`config.mk`:
```
export PLATFORM = sky130hd
export DESIGN_NAME = trap_entry_ctrl
export DESIGN_NICKNAME = d
export VERILOG_FILES = /design/src/rtl/trap_entry_pkg.sv /design/src/rtl/trap_level_sat.sv /design/src/rtl/trap_dispatch.sv /design/src/rtl/trap_window_adj.sv /design/src/rtl/trap_entry_ctrl.sv
export SDC_FILE = /design/constraint.sdc
export NUM_CORES = 1
export LEC_CHECK = 0
export ABC_AREA = 1
export BUFFER_PORTS_ARGS = -buffer_cell sky130_fd_sc_hd__buf_2
export CORE_MARGIN = 4
export CORE_UTILIZATION = 26
export CTS_CLUSTER_SIZE = 40
export DETAILED_ROUTE_END_ITERATION = 12
export PLACE_DENSITY_LB_ADDON = 0.3
export SLEW_MARGIN = 10
export SYNTH_ARGS = -nofsm -noshare
export SYNTH_HDL_FRONTEND = slang
export SYNTH_HIERARCHICAL = 1
export SYNTH_SLANG_ARGS = --single-unit
```
`constraint.sdc`:
```
create_clock -name clk -period 1.8 [get_ports clk]
set_input_delay 0.36 -clock clk [delete_from_list [all_inputs] [get_ports clk]]
set_output_delay 0.36 -clock clk [all_outputs]
set_load 0.02 [all_outputs]
```
`src/rtl/trap_entry_pkg.sv`:
```
package trap_entry_pkg;

    typedef enum logic [1:0] {
        DEST_PRIV = 2'b00,
        DEST_HYP  = 2'b01,
        DEST_RED  = 2'b10,
        DEST_ERR  = 2'b11
    } trap_dest_e;

    typedef enum logic [1:0] {
        MODE_USER = 2'b00,
        MODE_PRIV = 2'b01,
        MODE_HYP  = 2'b10
    } run_mode_e;

    // bit positions the core's state decoder relies on
    localparam int PS_PRIV_BIT  = 2;
    localparam int PS_AM_BIT    = 3;
    localparam int PS_ENTRY_BIT = 4;
    localparam int HS_HPRIV_BIT = 2;
    localparam int HS_RED_BIT   = 5;

    // first trap type that a privileged-mode trap hands to the hypervisor
    localparam int HYP_TT_FLOOR = 384;

endpackage

```
`src/rtl/trap_level_sat.sv`:
```
module trap_level_sat #(
    parameter int W     = 3,
    parameter int LIMIT = 6
) (
    input  logic [W-1:0] val_i,
    output logic [W-1:0] val_o
);
    localparam logic [W-1:0] LIM = W'(LIMIT);

    always_comb begin
        if (val_i >= LIM) begin
            val_o = LIM;
        end else begin
            val_o = val_i + W'(1);
        end
    end

endmodule

```
`src/rtl/trap_dispatch.sv`:
```
module trap_dispatch
    import trap_entry_pkg::*;
#(
    parameter int TT_W    = 9,
    parameter int TL_W    = 3,
    parameter int MAX_TL  = 6,
    parameter int MAX_PTL = 2
) (
    input  logic [TT_W-1:0] tt_i,
    input  logic [TL_W-1:0] tl_i,
    input  logic            ps_priv_i,
    input  logic            hs_hpriv_i,
    input  logic            hs_red_i,
    output run_mode_e       mode_o,
    output trap_dest_e      dest_o
);
    localparam logic [TL_W-1:0] TL_RED_LVL = TL_W'(MAX_TL - 1);
    localparam logic [TL_W-1:0] TL_ERR_LVL = TL_W'(MAX_TL);
    localparam logic [TL_W-1:0] TL_PRIV_LIM = TL_W'(MAX_PTL);
    localparam logic [TT_W-1:0] TT_HYP_MIN = TT_W'(HYP_TT_FLOOR);

    always_comb begin
        if (hs_hpriv_i) begin
            mode_o = MODE_HYP;
        end else if (ps_priv_i) begin
            mode_o = MODE_PRIV;
        end else begin
            mode_o = MODE_USER;
        end
    end

    always_comb begin
        if (hs_red_i || (tl_i == TL_RED_LVL)) begin
            dest_o = DEST_RED;
        end else if (tl_i == TL_ERR_LVL) begin
            dest_o = DEST_ERR;
        end else if ((tl_i > TL_PRIV_LIM) && (mode_o != MODE_HYP)) begin
            dest_o = DEST_HYP;
        end else if ((mode_o == MODE_HYP) ||
                     ((mode_o == MODE_PRIV) && (tt_i >= TT_HYP_MIN))) begin
            dest_o = DEST_HYP;
        end else begin
            dest_o = DEST_PRIV;
        end
    end

endmodule

```
`src/rtl/trap_window_adj.sv`:
```
module trap_window_adj #(
    parameter int NWIN  = 8,
    parameter int TT_W  = 9,
    parameter int CWP_W = $clog2(NWIN)
) (
    input  logic [TT_W-1:0]  tt_i,
    input  logic [CWP_W-1:0] cwp_i,
    input  logic [CWP_W-1:0] cansave_i,
    output logic [CWP_W-1:0] cwp_o
);
    localparam int SUM_W = CWP_W + 2;
    localparam logic [TT_W-1:0] TT_CLEAN   = TT_W'(8'h24);
    localparam logic [TT_W-1:0] TT_SPILL_L = TT_W'(8'h80);
    localparam logic [TT_W-1:0] TT_SPILL_H = TT_W'(8'hBF);
    localparam logic [TT_W-1:0] TT_FILL_L  = TT_W'(8'hC0);
    localparam logic [TT_W-1:0] TT_FILL_H  = TT_W'(8'hFF);
    localparam logic [CWP_W-1:0] TOP_WIN   = CWP_W'(NWIN - 1);

    logic [SUM_W-1:0] spill_raw;
    logic [CWP_W-1:0] spill_win;
    logic [CWP_W-1:0] inc_win;
    logic [CWP_W-1:0] dec_win;

    assign spill_raw = SUM_W'(cwp_i) + SUM_W'(cansave_i) + SUM_W'(2);

    generate
        if ((NWIN & (NWIN - 1)) == 0) begin : g_pow2
            assign spill_win = spill_raw[CWP_W-1:0];
        end else begin : g_mod
            logic [SUM_W-1:0] spill_mod;
            assign spill_mod = spill_raw % SUM_W'(NWIN);
            assign spill_win = spill_mod[CWP_W-1:0];
        end
    endgenerate

    assign inc_win = (cwp_i >= TOP_WIN) ? '0 : cwp_i + CWP_W'(1);
    assign dec_win = (cwp_i == '0) ? TOP_WIN : cwp_i - CWP_W'(1);

    always_comb begin
        if (tt_i == TT_CLEAN) begin
            cwp_o = inc_win;
        end else if ((tt_i >= TT_SPILL_L) && (tt_i <= TT_SPILL_H)) begin
            cwp_o = spill_win;
        end else if ((tt_i >= TT_FILL_L) && (tt_i <= TT_FILL_H)) begin
            cwp_o = dec_win;
        end else begin
            cwp_o = cwp_i;
        end
    end

endmodule

```
`src/rtl/trap_entry_ctrl.sv`:
```
module trap_entry_ctrl
    import trap_entry_pkg::*;
#(
    parameter int  NWIN    = 8,
    parameter int  MAX_TL  = 6,
    parameter int  MAX_PTL = 2,
    parameter int  MAX_GL  = 3,
    parameter int  MAX_PGL = 2,
    parameter int  TT_W    = 9,
    parameter int  PS_W    = 12,
    parameter int  HS_W    = 12,
    localparam int TL_W    = $clog2(MAX_TL + 1),
    localparam int GL_W    = $clog2(MAX_GL + 1),
    localparam int CWP_W   = $clog2(NWIN)
) (
    input  logic             clk,
    input  logic             rst_n,
    input  logic             req_i,
    input  logic [TT_W-1:0]  tt_i,
    input  logic [TL_W-1:0]  tl_i,
    input  logic [PS_W-1:0]  pstate_i,
    input  logic [HS_W-1:0]  hpstate_i,
    input  logic [GL_W-1:0]  gl_i,
    input  logic [CWP_W-1:0] cwp_i,
    input  logic [CWP_W-1:0] cansave_i,
    output logic [TL_W-1:0]  tl_o,
    output logic [TT_W-1:0]  tt_o,
    output logic [GL_W-1:0]  gl_o,
    output logic [PS_W-1:0]  pstate_o,
    output logic [HS_W-1:0]  hpstate_o,
    output logic [CWP_W-1:0] cwp_o,
    output logic [1:0]       dest_o,
    output logic             done_o
);

    typedef struct packed {
        logic [TL_W-1:0]  tl;
        logic [TT_W-1:0]  tt;
        logic [GL_W-1:0]  gl;
        logic [PS_W-1:0]  ps;
        logic [HS_W-1:0]  hs;
        logic [CWP_W-1:0] cwp;
        trap_dest_e       dest;
        logic             done;
    } entry_state_t;

    entry_state_t st_d, st_q;

    run_mode_e        mode;
    trap_dest_e       dest;
    logic [TL_W-1:0]  tl_next;
    logic [GL_W-1:0]  gl_priv_next;
    logic [GL_W-1:0]  gl_hyp_next;
    logic [CWP_W-1:0] cwp_next;

    trap_dispatch #(
        .TT_W    (TT_W),
        .TL_W    (TL_W),
        .MAX_TL  (MAX_TL),
        .MAX_PTL (MAX_PTL)
    ) u_dispatch (
        .tt_i       (tt_i),
        .tl_i       (tl_i),
        .ps_priv_i  (pstate_i[PS_PRIV_BIT]),
        .hs_hpriv_i (hpstate_i[HS_HPRIV_BIT]),
        .hs_red_i   (hpstate_i[HS_RED_BIT]),
        .mode_o     (mode),
        .dest_o     (dest)
    );

    trap_level_sat #(.W(TL_W), .LIMIT(MAX_TL)) u_tl_sat (
        .val_i (tl_i),
        .val_o (tl_next)
    );

    trap_level_sat #(.W(GL_W), .LIMIT(MAX_PGL)) u_gl_priv_sat (
        .val_i (gl_i),
        .val_o (gl_priv_next)
    );

    trap_level_sat #(.W(GL_W), .LIMIT(MAX_GL)) u_gl_hyp_sat (
        .val_i (gl_i),
        .val_o (gl_hyp_next)
    );

    trap_window_adj #(
        .NWIN  (NWIN),
        .TT_W  (TT_W),
        .CWP_W (CWP_W)
    ) u_window (
        .tt_i      (tt_i),
        .cwp_i     (cwp_i),
        .cansave_i (cansave_i),
        .cwp_o     (cwp_next)
    );

    always_comb begin
        st_d      = st_q;
        st_d.done = 1'b0;
        if (req_i) begin
            st_d.done = 1'b1;
            st_d.dest = dest;
            if (dest == DEST_ERR) begin
                st_d.tl  = tl_i;
                st_d.gl  = gl_i;
                st_d.ps  = pstate_i;
                st_d.hs  = hpstate_i;
                st_d.cwp = cwp_i;
            end else begin
                st_d.tl  = tl_next;
                st_d.tt  = tt_i;
                st_d.cwp = cwp_next;
                st_d.gl  = (dest == DEST_PRIV) ? gl_priv_next : gl_hyp_next;
                st_d.ps  = pstate_i;
                st_d.ps[PS_ENTRY_BIT] = 1'b1;
                st_d.ps[PS_AM_BIT]    = 1'b0;
                st_d.ps[PS_PRIV_BIT]  = (dest == DEST_PRIV);
                st_d.hs  = hpstate_i;
                if (dest != DEST_PRIV) begin
                    st_d.hs[HS_HPRIV_BIT] = 1'b1;
                    st_d.hs[HS_RED_BIT]   = (dest == DEST_RED);
                end
            end
        end
    end

    always_ff @(posedge clk) begin
        if (!rst_n) begin
            st_q <= '0;
        end else begin
            st_q <= st_d;
        end
    end

    assign tl_o      = st_q.tl;
    assign tt_o      = st_q.tt;
    assign gl_o      = st_q.gl;
    assign pstate_o  = st_q.ps;
    assign hpstate_o = st_q.hs;
    assign cwp_o     = st_q.cwp;
    assign dest_o    = st_q.dest;
    assign done_o    = st_q.done;

    AST_DONE_AFTER_REQ: assert property (@(posedge clk) disable iff (!rst_n)
        req_i |=> done_o);
    AST_NO_DONE_WITHOUT_REQ: assert property (@(posedge clk) disable iff (!rst_n)
        !req_i |=> (!done_o && $stable(tl_o) && $stable(cwp_o)));
    AST_ERR_KEEPS_LEVEL: assert property (@(posedge clk) disable iff (!rst_n)
        (req_i && tl_i == TL_W'(MAX_TL) && !hpstate_i[HS_RED_BIT])
        |=> (dest_o == DEST_ERR && tl_o == $past(tl_i) && gl_o == $past(gl_i)));
    AST_TL_BOUND: assert property (@(posedge clk) disable iff (!rst_n)
        (done_o && dest_o != DEST_ERR) |-> (int'(tl_o) <= MAX_TL));
    AST_GL_PRIV_CAP: assert property (@(posedge clk) disable iff (!rst_n)
        (done_o && dest_o == DEST_PRIV) |-> (int'(gl_o) <= MAX_PGL));
    AST_PRIV_ENTRY_BITS: assert property (@(posedge clk) disable iff (!rst_n)
        (done_o && dest_o == DEST_PRIV) |-> (pstate_o[PS_PRIV_BIT] && !pstate_o[PS_AM_BIT]));
    AST_RED_FLAG: assert property (@(posedge clk) disable iff (!rst_n)
        (req_i && hpstate_i[HS_RED_BIT]) |=> (dest_o == DEST_RED && hpstate_o[HS_RED_BIT]));
    AST_CWP_RANGE: assert property (@(posedge clk) disable iff (!rst_n)
        done_o |-> (int'(cwp_o) < NWIN));

endmodule

```
==> impl_metrics.json, run 1 <==
{
  "status": "complete, no violations",
  "start_util_pct": 26.7,
  "cp-start-kind": "input pin",
  "port_buffers": 90,
  "drtAntennaViolNets": 0,
  "pwr_density_cell_mw_per_mm2": 765,
  "cts_made_buffers": 5,
  "worstMarginPinSlew_ns": 0.499,
  "ctsHoldBuffers": 0,
  "drt-wirelength-per-cell_um": 11.6,
  "drtIter0Drc": 93,
  "path_cells": "buf_2, inv_1, ha_1, inv_1, ha_1, xnor2_1, nand2_1, nand2_1, nand2_1, nand2_1, nand2_1, nand2_1, inv_1, nand2_1, nand3_1, a21oi_1",
  "period_minus_slack_ns": 1.56,
  "path_buf_inv": 4,
  "clk_latency_ns": 0.29,
  "cp-end-kind": "flip-flop",
  "r2r-start": "hpstate_o[2]",
  "syn_inst": 350,
  "rsz0062_at_grt": "false",
  "die-area_mm2": 0.0105,
  "area_growth_pct": 28.8,
  "grt_first_pass_wirelength_um": 10400,
  "crit_fanout": 3,
  "cts_resized": 0,
  "cts_root_buf": "clkbuf_8",
  "critPathArrivalTime_ns": 1.79,
  "slew_viol_final": 0,
  "fin_tns_setup_ns": 0,
  "grt_pass1_vias": 2253,
  "dp_hpwl_um": 4790,
  "power_mw": 2.29,
  "gp_congestion": 0.803,
  "h-tree-depth": 2,
  "leakage_nw": 1.63,
  "final_common_cell": "buf_2",
  "cp_slowest_stage_delay_ns": 0.27,
  "vias_per_cell": 4.36,
  "crit_start": "cwp_i[1]",
  "row_count": 34,
  "synth_area_mm2": 0.00233,
  "core_area_mm2": 0.00872,
  "clock.fmax_mhz": 640,
  "grt_max_degree": 40,
  "finalCritPeriodShare_pct": 86.8,
  "cap_viol_max_count": 0,
  "min_from": "pstate_i[0]",
  "fin_util_pct": 34.4,
  "crit_top_cell": "nand2_1",
  "setup_violations": 0,
  "timing.final.hold_violations": 0,
  "die_x_um": 103,
  "antenna_found_initial": 0,
  "post_cts_buffers": 0,
  "grt_usage_pct": 12.4,
  "yosysWarnings": 6,
  "die_h_um": 103,
  "nets": 498,
  "cts_tree": "built",
  "hold_ws_ns": 0.284,
  "crit_type": "in2reg",
  "clk_pin_slew_worst_paths_ns": 0.09,
  "first_pass_iters": 4,
  "synth_nets": 406,
  "vias": 2400,
  "n_antenna_cell": 0,
  "cts_sinks": 44,
  "fin_skew_ns": 0,
  "drcViolationCount": 0,
  "syn_area_per_cell_um2": 6.65,
  "drive_gt1_share_pct": 27.8,
  "cpMaxStageDelayCell": "ha_1",
  "pin_count": 91,
  "crit_family": "adder cells",
  "wl_um": 6390,
  "cts.path.max_buffers": 2,
  "vdd.ir_drop.worst_mv": 0.334,
  "cp.required_ns": 2.03,
  "final_cell_mix": "buf_2 (90), nor2_1 (84), nand2_1 (61)",
  "maxSlewHeadroom_pct": 66.7,
  "hold_path.class": "in2reg",
  "grt_overflow_total": 0
}
==> power by group <==
part	switching, mW	internal [mW]	leakage (nW)
Clock	0.348	0.313	0.0445
Combinational	0.351	0.205	1.22
Sequential	0.0328	1.05	0.365
Total	0.732	1.56	1.63
==> sequential cells by signal (all words and copies together), names as in the netlist <==
name       flops
cwp_o          3
dest_o         2
done_o         1
gl_o           2
hpstate_o     12
pstate_o      12
tl_o           3
tt_o           9
==> tightest hold or removal path, cell delays in order <==
cell	delay, ns
buf_2	0.07
nor2_1	0.03
nor2_1	0.08
==> layer usage <==
metal  vias up  routed length (um)  global-route usage (%)
li1       1272                   -                       -
met1      1069                2950                    15.6
met2        57                3030                    21.1
met3         2                 366                    3.45
met4         0                  40                    2.72
met5         -                   0                       0
==> layout make-up <==
| class | count | area (um^2) |
|---|---|---|
| well taps | 108 | 135 |
| fillers | 963 | 5720 |
| clock buffers | 7 | 86.3 |
| clock inverters | 1 | 7.51 |
| multi-input cells | 246 | 1190 |
| inverters | 47 | 179 |
| repair buffers | 98 | 523 |
| flip-flops and latches | 44 | 881 |
==> worst paths after layout <==
path | to | slack (ns) | cells past startpoint
setup / recovery | cwp_o[2] | 0.24 | 16
hold / removal | pstate_o[0] | 0.28 | 3
setup reg to reg | hpstate_o[2] | 1.14 | 4
hold reg to reg | dest_o[1] | 0.46 | 2
==> per-stage QoR <==
step                std cells  instance area, um^2  worst slack [ns]
floorplan                 350                 2330             0.156
global route              551                 3000            0.0885
finish                    551                 3000             0.237
detailed placement        543                 2910           -0.0853
CTS                       551                 3000             0.231
global placement          543                 2910           -0.0352
Note: power is estimated with default switching activity, not from simulation.
==> run 2, diff against run 1 <==
- CORE_UTILIZATION: 26 -> 40
==> impl_metrics.json, run 2 (same netlist as run 1, synthesis figures left out) <==
{
  "start_util_pct": 41.8,
  "maxSlewHeadroom_pct": 71.5,
  "nets": 498,
  "h-tree-depth": 2,
  "crit_type": "in2reg",
  "crit_fanout": 3,
  "timing.final.hold_violations": 0,
  "gp_congestion": 0.808,
  "drcViolationCount": 0,
  "min_from": "pstate_i[10]",
  "row_count": 27,
  "area_growth_pct": 26.3,
  "cts_sinks": 44,
  "ff2ff_setup_slack_ns": 1.11,
  "pin_count": 91,
  "period_minus_slack_ns": 1.55,
  "final_common_cell": "buf_2",
  "post_cts_buffers": 0,
  "finalCritPeriodShare_pct": 85.9,
  "cp-end-kind": "flip-flop",
  "pwr-share-comb_pct": 24.7,
  "power_frac_clock_pct": 26.7,
  "drt-wirelength-per-cell_um": 11.2,
  "wl_um": 5730,
  "status": "complete, no violations",
  "first_pass_iters": 5,
  "clock.fmax_mhz": 647,
  "cts_resized": 0,
  "grt_usage_pct": 16.1,
  "fillers": 584,
  "die_x_um": 84.3,
  "cp.required_ns": 2.02,
  "hold_path_depth": 3,
  "antenna_found_initial": 0,
  "r2r-start": "hpstate_o[2]",
  "clk_pin_slew_worst_paths_ns": 0.08,
  "grt_first_pass_wirelength_um": 9590,
  "die-area_mm2": 0.00711,
  "pwr_density_cell_mw_per_mm2": 753,
  "worstMarginPinSlew_ns": 0.428,
  "cts_made_buffers": 5,
  "hold_path.class": "in2reg",
  "fin_util_pct": 52.8,
  "intPower_mw": 1.51,
  "fin_skew_ns": 0,
  "dp_hpwl_um": 4300,
  "port_buffers": 90,
  "ctsHoldBuffers": 0,
  "critPathArrivalTime_ns": 1.77,
  "cts_tree": "built",
  "die_h_um": 84.3,
  "grt_max_degree": 40,
  "cap_viol_max_count": 0,
  "seqPwrFrac_pct": 48.6,
  "drtIter0Drc": 96,
  "clk_latency_ns": 0.29,
  "swShare_pct": 31.7,
  "leakage_nw": 1.63,
  "vias_per_cell": 4.57,
  "vdd.ir_drop.worst_mv": 0.438,
  "hold_ws_ns": 0.289,
  "slew_viol_final": 0,
  "holdPathEnd": "pstate_o[10]",
  "core_area_mm2": 0.00557,
  "drtAntennaViolNets": 0,
  "cts.path.max_buffers": 2,
  "grt_overflow_total": 0,
  "grt_pass1_vias": 2170,
  "drive_gt1_share_pct": 27.8,
  "vias": 2349,
  "n_antenna_cell": 0,
  "final_cell_mix": "buf_2 (90), nor2_1 (84), nand2_1 (61)",
  "setup_violations": 0,
  "cp-start-kind": "input pin",
  "p_sw_uw": 702,
  "rsz0062_at_grt": "false",
  "cts_root_buf": "clkbuf_8",
  "rr_endpoint": "hpstate_o[2]",
  "r2r_cells": 4
}
==> run 2: power groups by stage <==
stage / Combinational (mW) / Sequential [mW] / Clock [mW]
final: 0.548 / 1.08 / 0.591
after global routing: 0.619 / 1.09 / 0.667
after CTS: 0.556 / 1.08 / 0.622
after detailed placement: 0.554 / 1.10 / 0
after global placement: 0.546 / 1.10 / 0
after floorplan: 0.262 / 1.19 / 0
==> run 2: layer usage <==
metal	vias up	share of wire, %	track usage, %
li1	1268	-	-
met1	1009	47	20.1
met2	66	46	27.3
met3	6	6.5	3.73
met4	0	1.1	5.26
met5	-	0	0
==> run 2: worst max-delay path: stages <==
cell,delay (ns)
buf_2,0.09
inv_1,0.05
ha_1,0.27
inv_1,0.04
ha_1,0.22
inv_1,0.06
nand2_1,0.04
nand2_1,0.06
nand2_1,0.05
nand2_1,0.06
nand2_1,0.04
nand2_1,0.06
nand2_1,0.05
nand2_1,0.05
inv_1,0.04
nand2_1,0.05
nand3_1,0.07
a21oi_1,0.12
==> run 2: how the worst max path moves through the flow <==
| stage | start | slack [ns] | cells past startpoint | to |
|---|---|---|---|---|
| floorplan | cwp_i[1] | 0.16 | 17 | cwp_o[2] |
| global placement | cwp_i[1] | -0.02 | 18 | cwp_o[2] |
| detailed placement | cwp_i[1] | -0.06 | 18 | cwp_o[2] |
| CTS | cwp_i[1] | 0.25 | 18 | cwp_o[2] |
| global route | cwp_i[1] | 0.1 | 16 | cwp_o[2] |
| finish | cwp_i[1] | 0.25 | 18 | cwp_o[2] |
==> run 2: metrics by stage <==
step / setup WS, ns / power (mW) / instances / area (um^2) / TNS, ns
floorplan: 0.156 / 1.45 / 350 / 2330 / 0
global placement: -0.0162 / 1.64 / 507 / 2860 / -0.0162
detailed placement: -0.0650 / 1.65 / 507 / 2860 / -0.0650
CTS: 0.254 / 2.26 / 514 / 2940 / 0
global route: 0.0958 / 2.37 / 514 / 2940 / 0
finish: 0.255 / 2.22 / 514 / 2940 / 0
==> run 2: final cells by class <==
type | count | area [um^2] | share of cell area (%)
Tap cell | 72 | 90.1 | 3.06
Inverter | 47 | 179 | 6.08
Timing Repair Buffer | 98 | 523 | 17.8
Clock inverter | 2 | 12.5 | 0.425
Clock buffer | 5 | 68.8 | 2.34
Multi-Input combinational cell | 246 | 1190 | 40.4
Sequential cell | 44 | 881 | 29.9
